**src/rtl/tuner_pkg.sv**
```systemverilog
package tuner_pkg;
    localparam int BYTE_W   = 8;
    localparam int PORT_N   = 6;
    localparam int GP_W     = 3;
    localparam int ADC_W    = 3;
    localparam int SEL_W    = 2;
    localparam int PREFIX_W = BYTE_W - SEL_W - 1;

    typedef enum logic [2:0] {
        ST_IDLE,
        ST_ADDR,
        ST_WR,
        ST_RD,
        ST_SKIP
    } link_state_t;

    typedef enum logic [1:0] {
        POS_HEAD,
        POS_DIV_LO,
        POS_PORT
    } pair_pos_t;

    typedef struct packed {
        logic cp_high;
        logic test_ref;
        logic cp_tristate;
        logic amp_off;
    } ctrl_t;

    function automatic ctrl_t unpack_ctrl(input logic [BYTE_W-1:0] b);
        ctrl_t c;
        c.cp_high     = b[6];
        c.test_ref    = b[5];
        c.cp_tristate = b[4];
        c.amp_off     = b[0];
        return c;
    endfunction

    function automatic logic [PORT_N-1:0] unpack_ports(input logic [BYTE_W-1:0] b);
        return {b[7], b[6], b[5], b[4], b[3], b[0]};
    endfunction
endpackage

```
**src/rtl/tuner_addr_dec.sv**
```systemverilog
module tuner_addr_dec
    import tuner_pkg::*;
#(
    parameter logic [PREFIX_W-1:0] PREFIX = 5'b11000
) (
    input  logic [BYTE_W-1:0] addr_byte,
    input  logic [SEL_W-1:0]  sel,
    output logic              hit,
    output logic              is_read
);
    always_comb begin
        hit     = (addr_byte[BYTE_W-1 -: PREFIX_W] == PREFIX) &&
                  (addr_byte[SEL_W:1] == sel);
        is_read = addr_byte[0];
    end
endmodule

```
**src/rtl/tuner_wr_steer.sv**
```systemverilog
module tuner_wr_steer
    import tuner_pkg::*;
#(
    parameter int DIV_W = 15
) (
    input  logic              clk,
    input  logic              rst,
    input  logic              restart,
    input  logic              wr_en,
    input  logic [BYTE_W-1:0] wr_byte,
    output logic [DIV_W-1:0]  div_q,
    output ctrl_t             ctrl_q,
    output logic [PORT_N-1:0] port_q
);
    localparam int HI_W = DIV_W - BYTE_W;

    pair_pos_t       pos;
    logic [HI_W-1:0] hi_stage;
    logic            lo_evt;
    logic            port_evt;

    always_comb begin
        lo_evt   = wr_en && !restart && (pos == POS_DIV_LO);
        port_evt = wr_en && !restart && (pos == POS_PORT);
    end

    always_ff @(posedge clk) begin
        if (rst) begin
            pos      <= POS_HEAD;
            hi_stage <= '0;
            div_q    <= '0;
            ctrl_q   <= '0;
            port_q   <= '0;
        end else if (restart) begin
            pos <= POS_HEAD;
        end else if (wr_en) begin
            case (pos)
                POS_HEAD: begin
                    if (!wr_byte[BYTE_W-1]) begin
                        hi_stage <= wr_byte[HI_W-1:0];
                        pos      <= POS_DIV_LO;
                    end else begin
                        ctrl_q <= unpack_ctrl(wr_byte);
                        pos    <= POS_PORT;
                    end
                end
                POS_DIV_LO: begin
                    div_q <= {hi_stage, wr_byte};
                    pos   <= POS_HEAD;
                end
                POS_PORT: begin
                    port_q <= unpack_ports(wr_byte);
                    pos    <= POS_HEAD;
                end
                default: pos <= POS_HEAD;
            endcase
        end
    end

    AST_DIV_ONLY_ON_LOW: assert property (@(posedge clk) disable iff (rst)
        !$stable(div_q) |-> $past(lo_evt)) else $error("divider moved off pair end");
    AST_PORT_ONLY_ON_BYTE: assert property (@(posedge clk) disable iff (rst)
        !$stable(port_q) |-> $past(port_evt)) else $error("ports moved off port byte");
    AST_RESTART_TO_HEAD: assert property (@(posedge clk) disable iff (rst)
        restart |=> (pos == POS_HEAD)) else $error("position not reset");
endmodule

```
**src/rtl/tuner_rd_status.sv**
```systemverilog
module tuner_rd_status
    import tuner_pkg::*;
(
    input  logic              clk,
    input  logic              rst,
    input  logic              load,
    input  logic              finish,
    input  logic              lock,
    input  logic [GP_W-1:0]   gp_in,
    input  logic [ADC_W-1:0]  adc_in,
    output logic              tx_load,
    output logic [BYTE_W-1:0] tx_byte,
    output logic              por_q
);
    always_ff @(posedge clk) begin
        if (rst) begin
            tx_load <= 1'b0;
            tx_byte <= '0;
            por_q   <= 1'b1;
        end else begin
            tx_load <= load;
            if (load) tx_byte <= {por_q, lock, gp_in, adc_in};
            if (finish) por_q <= 1'b0;
        end
    end

    AST_POR_CLEARS_ON_END: assert property (@(posedge clk) disable iff (rst)
        $fell(por_q) |-> $past(finish)) else $error("flag cleared without read end");
    AST_POR_NEVER_RISES: assert property (@(posedge clk) disable iff (rst)
        !$rose(por_q)) else $error("flag set again");
endmodule

```
**src/rtl/tuner_ctl_slave.sv**
```systemverilog
module tuner_ctl_slave
    import tuner_pkg::*;
#(
    parameter int                  DIV_W  = 15,
    parameter logic [PREFIX_W-1:0] PREFIX = 5'b11000
) (
    input  logic              clk,
    input  logic              rst,
    input  logic              ev_start,
    input  logic              ev_stop,
    input  logic              ev_byte,
    input  logic [7:0]        rx_byte,
    input  logic              ev_mack,
    input  logic              mack,
    input  logic [1:0]        addr_sel,
    input  logic              lock,
    input  logic [2:0]        gp_in,
    input  logic [2:0]        adc_in,
    output logic              ack_valid,
    output logic              ack,
    output logic              tx_load,
    output logic [7:0]        tx_byte,
    output logic [DIV_W-1:0]  divider,
    output logic              cp_high,
    output logic              test_ref,
    output logic              cp_tristate,
    output logic              amp_off,
    output logic [5:0]        port_en,
    output logic              por_flag
);
    link_state_t state;
    logic        hit, is_read;
    logic        bus_evt, byte_evt, wr_en, rd_load, rd_finish;
    ctrl_t       ctrl;

    tuner_addr_dec #(.PREFIX(PREFIX)) u_dec (
        .addr_byte (rx_byte),
        .sel       (addr_sel),
        .hit       (hit),
        .is_read   (is_read)
    );

    always_comb begin
        bus_evt   = ev_start || ev_stop;
        byte_evt  = ev_byte && !bus_evt;
        wr_en     = byte_evt && (state == ST_WR);
        rd_load   = (byte_evt && (state == ST_ADDR) && hit && is_read) ||
                    (ev_mack && !bus_evt && (state == ST_RD) && mack);
        rd_finish = ev_mack && !bus_evt && (state == ST_RD) && !mack;
    end

    always_ff @(posedge clk) begin
        if (rst) begin
            state     <= ST_IDLE;
            ack_valid <= 1'b0;
            ack       <= 1'b0;
        end else begin
            ack_valid <= 1'b0;
            if (ev_stop) begin
                state <= ST_IDLE;
            end else if (ev_start) begin
                state <= ST_ADDR;
            end else if (ev_byte) begin
                case (state)
                    ST_ADDR: begin
                        ack_valid <= 1'b1;
                        ack       <= hit;
                        if (!hit)         state <= ST_SKIP;
                        else if (is_read) state <= ST_RD;
                        else              state <= ST_WR;
                    end
                    ST_WR: begin
                        ack_valid <= 1'b1;
                        ack       <= 1'b1;
                    end
                    default: ;
                endcase
            end else if (rd_finish) begin
                state <= ST_SKIP;
            end
        end
    end

    tuner_wr_steer #(.DIV_W(DIV_W)) u_wr (
        .clk     (clk),
        .rst     (rst),
        .restart (bus_evt),
        .wr_en   (wr_en),
        .wr_byte (rx_byte),
        .div_q   (divider),
        .ctrl_q  (ctrl),
        .port_q  (port_en)
    );

    tuner_rd_status u_rd (
        .clk     (clk),
        .rst     (rst),
        .load    (rd_load),
        .finish  (rd_finish),
        .lock    (lock),
        .gp_in   (gp_in),
        .adc_in  (adc_in),
        .tx_load (tx_load),
        .tx_byte (tx_byte),
        .por_q   (por_flag)
    );

    always_comb begin
        cp_high     = ctrl.cp_high;
        test_ref    = ctrl.test_ref;
        cp_tristate = ctrl.cp_tristate;
        amp_off     = ctrl.amp_off;
    end

    AST_NACK_SKIPS: assert property (@(posedge clk) disable iff (rst)
        (ack_valid && !ack) |-> (state == ST_SKIP)) else $error("nack without skip");
    AST_TX_ONLY_READ: assert property (@(posedge clk) disable iff (rst)
        tx_load |-> (state == ST_RD)) else $error("transmit outside read");
    AST_IDLE_SILENT: assert property (@(posedge clk) disable iff (rst)
        ((state == ST_IDLE) && ev_byte && !bus_evt) |=> !ack_valid) else $error("ack while idle");
    AST_NO_DOUBLE_STROBE: assert property (@(posedge clk) disable iff (rst)
        !(ack_valid && tx_load && !ack)) else $error("load after refusal");
endmodule

```
**config.mk**
```make
export PLATFORM = sky130hd
export DESIGN_NAME = tuner_ctl_slave
export DESIGN_NICKNAME = d
export VERILOG_FILES = /design/src/rtl/tuner_pkg.sv /design/src/rtl/tuner_addr_dec.sv /design/src/rtl/tuner_wr_steer.sv /design/src/rtl/tuner_rd_status.sv /design/src/rtl/tuner_ctl_slave.sv
export SDC_FILE = /design/constraint.sdc
export NUM_CORES = 1
export LEC_CHECK = 0
export CORE_UTILIZATION = 47
export DETAILED_ROUTE_END_ITERATION = 8
export PLACE_DENSITY = 0.78
export REMOVE_ABC_BUFFERS = 1
export SYNTH_ARGS = -nofsm -noshare
export SYNTH_HDL_FRONTEND = slang
export SYNTH_SLANG_ARGS = --single-unit
```
**constraint.sdc**
```tcl
create_clock -name clk -period 1.9 [get_ports clk]
set_clock_uncertainty 0.2 [all_clocks]
set_input_delay 0.19 -clock clk [delete_from_list [all_inputs] [get_ports clk]]
set_output_delay 0.19 -clock clk [all_outputs]
set_load 0.1 [all_outputs]
```
# After elaboration in Yosys (flattened, before gate mapping)
# Cells that the tools add are included.
# Widths: inputs -> output; s select.
# classes
n_mux	10
bitwise	5
eq_ne	9
reduce_logical	30
# ops
cell	n
$mux 3	4
$reduce_and 4->1	3
$logic_and 1x1->1	10
$eq 3x2->1 const B	2
$reduce_and 3->1	2
$reduce_or 2->1	3
$eq 5x5->1 const B	1
$not 1->1	5
$mux 2	2
$reduce_and 2->1	2
$reduce_bool 2->1	2
$reduce_or 4->1	1
$eq 3x1->1 const B	1
$mux 1	3
$ne 3x2->1 const B	1
$reduce_bool 3->1	1
$reduce_or 3->1	1
$eq 2x1->1 const B	1
$eq 2x2->1	1
$eq 2x2->1 const B	1
$logic_not 1->1	2
$logic_not 2->1	1
$logic_or 1x1->1	2
$ne 2x1->1 const B	1
$pmux 1 s2	1
# word_totals
in_bits	24
out_inout_bits	37
elab_cells	69
reg_bits	49

# Longest topological paths before layout
# depth
ltp_word	8
mapped_depth	7
depth_no_buf	4

# Cells and area by module
# A second synthesis with hierarchy kept.
# unflattened
cells_unflattened	212
area_unflattened_um2	2026.9
# modules_own_cells
mod	seq_area_each_um2	instances	cells_per_inst	area_each_um2
tuner_wr_steer	680.7	1	140	1326.3
tuner_rd_status	200.2	1	31	344.1
tuner_ctl_slave	100.1	1	36	307.8
tuner_addr_dec	0.0	1	5	48.8

# Worst setup path before layout
# Ideal clock, no wire load.
# synth_timing
kind	reg2reg
startpoint	reg u_rd.tx_byte[4] (netlist name)
endpoint	reg u_rd.tx_byte[4]
t_required_ps	1638
arrival_time_ps	1542
setup_ps	62
path_buffers	0
setup_slack_ps	97
stages_incl_launch_ff	4
synth_period_minus_slack_ps	1803
path_cell_list	dfxtp_1 > nand2b_1 > or3_2 > nand3_1
# synth_rtl
element	line	text
to (signal assigned)	tuner_rd_status.sv:22	if (load) tx_byte <= {por_q, lock, gp_in, adc_in};
to (decl)	tuner_rd_status.sv:12	output logic [BYTE_W-1:0] tx_byte,

# Worst setup path after layout
# layout_timing
startpoint	reg state[2]
endpoint	reg u_rd.tx_byte[7]
# layout_via
elab_chain_cells	5
elab_cells_between_ends	8
cone_classes	eq/ne: 2; reduce/logical: 6
# layout_lines
element	line	text
from (decl)	tuner_ctl_slave.sv:31	link_state_t state;
from (signal assigned)	tuner_ctl_slave.sv:54	state <= ST_IDLE;
from (signal assigned)	tuner_ctl_slave.sv:60	state <= ST_IDLE;
from (signal assigned)	tuner_ctl_slave.sv:62	state <= ST_ADDR;
$eq 3x1->1	tuner_ctl_slave.sv:47	rd_load = (byte_evt && (state == ST_ADDR) && hit && is_read) ||
$logic_and 1x1->1 (3 in a row)	tuner_ctl_slave.sv:47	
$logic_or 1x1->1 *	tuner_ctl_slave.sv:47	
# Mark *: on every way between the ends. The rest lies on a longest branch, timed or not.
# A chain may end at the register's enable or synchronous reset.

==> metrics <==
WP data arrival approximately 1.9 ns; DRC 6; 1st-iter DRT viols about 180; HPWL after DPL just under 4000 um; Crit. Startpoint state[2]; DRT Pass-1 Iters 6; final core occ a little under three quarters; Seq/Total Area, Yosys 44.49%; Pint roughly 1.6 mW; clock tree buffer depth 2; post-place setup slack -0.2114 ns; Clock power frac a little under two fifths; grt ovf 0; Final Power just under 2 mW; crit path cell chain or4bb_2 > nor2_2 > buf_4 > nand4_1 > nand3_1; CP Launch Type register; number of vias per cell about 5.5; slowest stage cell, crit path or4bb_2; status complete, but fails checks; sw power 0.4090 mW; initial antenna violation count 0; Non-Filler Instances 380; Row Count 24; max incr delay on CP 0.68 ns; Avg Cell Area, Syn between 9 and 10 um^2; Port Buf Inserts 60; Synth Cell Area between 0.002 and 0.0025 mm^2; clock-pin slew on the worst setup and hold paths 0.09 ns; Net Sw Frac 20.86%; Max Cap Viol 0; r2r worst-path depth 5; worst rel slew slack roughly four fifths; Reg2Reg Setup Slack between 0.07 and 0.08 ns; placed insts 370; Tmin final between 1.5 and 2 ns; Post-DP Area roughly 0.003 mm^2; Routed WL about 5400 um; CTS Root Cell clkbuf_8; Hold Buf Count CTS 0; slack of the critical path roughly 0.071 ns; CTS Buf Count 5; Synth Warn # 0; number of global-route vias before repair approximately 1900; #FFs+latches synth 49; Clk Latency, worst-skew pair 0.29 ns; min-delay src u_wr.hi_stage[3]; Hold Crit Class reg -> reg; failing checks design-rule violations; Setup crit end u_rd.tx_byte[7]; Setup violations, final 0; critical path endpoint category register; largest net degree at the start of global routing 33; VDD IR-drop max 0.3526 mV; WL/cell 14.14 um; htree depth 2; kind of critical path reg -> reg; Crit Reg-Reg Endpoint u_rd.tx_byte[7]; RSZ-0062 raised after global routing false; Flop pwr share between 50% and 60%; ANT nets after route 0; Die Width ~70 um; post-synth cell types 41; die height 70.49 um; TNS Setup 0 ns; Worst R2R Start state[2]; Critical Path RT roughly 1.9 ns; Slew @ Worst Pin roughly 0.32 ns; Final GP Congestion 0.7815; Area Overhead vs Synth 43.64%; Power Density about 620 mW/mm^2; combinational power share around 9.0%; WHS ~0.30 ns; worst-path fanout max 8; Leak between 1.5 and 2 nW; clock sink total around 50; detailed-route via count about 2100; Initial Util 49.61%; crit share post-route between 90% and 100%; GRT Overall Usage a little under a quarter; IO Pins a little over 60; Final Max Tran Viols 0; fraction of layout cells with a size suffix above 1 slightly above 30%; Core Box Area between 0.004 and 0.005 mm^2; Fill cells 335; Cells after Synth 229; Hold Vio Cnt, Final 0; CTS tree built; antenna cells 0; FMAX approximately 550 MHz; # nets final roughly 350; Die Area 0.004969 mm^2; global-route wire length before repair 8956 um; post-route cell area roughly 0.0032 mm^2
layer usage:
layer / up-vias / wire (um) / GRT usage [%]
met5: - / 0 / 0
met3: 5 / 219 / 3.319
met2: 55 / 2531 / 35.28
met1: 998 / 2561 / 32.34
li1: 1035 / - / -
met4: 0 / 60 / 7.710
layout by cell type, fill, tap and decap left out, types with 2 or more instances in the layout:
cell / Yosys / routed
a211oi_1: 2 / 2
a21oi_1: 6 / 6
a221oi_1: 8 / 8
a31oi_1: 8 / 8
buf_12: 0 / 2
buf_4: 1 / 80
clkbuf_8: 0 / 6
clkdlybuf4s50_1: 0 / 23
dfxtp_1: 49 / 49
inv_1: 2 / 2
mux2i_1: 32 / 32
nand2_1: 6 / 6
nand2b_1: 9 / 9
nand3_1: 10 / 10
nand3b_1: 2 / 2
nand4_1: 8 / 8
nor2_1: 36 / 36
nor3_1: 4 / 4
nor4_1: 2 / 2
nor4bb_1: 2 / 2
o21ai_0: 2 / 2
or3_1: 7 / 7
xor2_1: 2 / 2
kinds of logic (layout without fill, tap and decap cells):
logic type	count (synthesis)	count (layout)	share of synthesized area, %
AO/OA/AOI/OAI	29	29	9.138
XOR/XNOR	2	2	0.7947
buffers and inverters	17	116	4.597
flip-flops	49	49	44.49
multiplexers	32	32	14.53
AND/OR/NAND/NOR	100	100	26.45
power groups by stage:
stage	clock, mW	sequential (mW)	combinational (mW)
2_1_floorplan	0	1.06	0.0376
3_3_place_gp	0	1.05	0.174
3_5_place_dp	0	1.05	0.174
4_1_cts	0.771	1.03	0.176
5_1_grt	0.811	1.03	0.189
6_report	0.754	1.03	0.177
worst max-delay path: cells and delay by family, from the launching register on:
kind,cells,cell delay (ns)
AND/OR/NAND/NOR,4,1.02
buffers and inverters,1,0.16
flip-flops,1,0.40
registers in the layout, indices dropped and copies added, names as in the netlist:
signal,flops
u_rd.tx_byte,8
ack,1
u_wr.pos,2
u_rd.tx_load,1
u_wr.ctrl_q,4
u_wr.port_q,6
u_wr.hi_stage,7
u_rd.por_q,1
state,3
ack_valid,1
u_wr.div_q,15
synthesized netlist by cell type, drive strengths merged:
cell type / instances / area share, %
nor4: 3 / 1.5
and4bb: 1 / 0.57
mux2i: 32 / 15
or2: 1 / 0.28
dfxtp: 49 / 44
clkbuf: 6 / 1.0
nor2: 37 / 6.4
a22oi: 1 / 0.34
and2: 1 / 0.40
nand3: 10 / 2.3
nand4b: 2 / 1.1
a221oi: 8 / 3.2
nand2b: 9 / 2.6
a32oi: 1 / 0.40
xor2: 2 / 0.79
or3b: 1 / 0.51
nand3b: 2 / 0.68
a21oi: 6 / 1.4
nand4: 8 / 2.3
o311a: 1 / 0.45
a211oi: 2 / 0.68
inv: 3 / 0.51
nand2: 6 / 1.0
and3b: 1 / 0.40
or3: 8 / 2.3
or4bb: 1 / 0.57
a31oi: 8 / 2.3
nor3b: 3 / 1.8
nor4bb: 2 / 0.91
nor3: 4 / 0.91
buf: 8 / 3.1
o21ai: 2 / 0.45
area by class of cell:
class / instances / area, um^2 / area share [%]
clock buffers: 7 / 86.33 / 2.726
well taps: 52 / 65.06 / 2.055
flip-flops and latches: 49 / 980.9 / 30.98
clock inverters: 1 / 30.03 / 0.9482
inverters: 3 / 11.26 / 0.3556
multi-input cells: 163 / 1122 / 35.44
repair buffers: 105 / 870.8 / 27.50
what timing repair did:
item,CTS,global route
setup endpoints to repair,0,4
endpoints found under the hold margin,0,0
setup buffers,0,2
resized for setup,0,0
how the worst min path moves through the flow:
stage | end | slack [ns] | cells after the start
after floorplan | ack_valid | 0.06 | 1
after global placement | u_wr.div_q[13] | 0.27 | 2
after detailed placement | u_wr.div_q[11] | 0.28 | 2
after CTS | u_rd.tx_byte[1] | 0.29 | 3
after global routing | u_rd.tx_byte[1] | 0.32 | 3
final | u_wr.div_q[11] | 0.30 | 2
(Power assumes the default switching activity.)
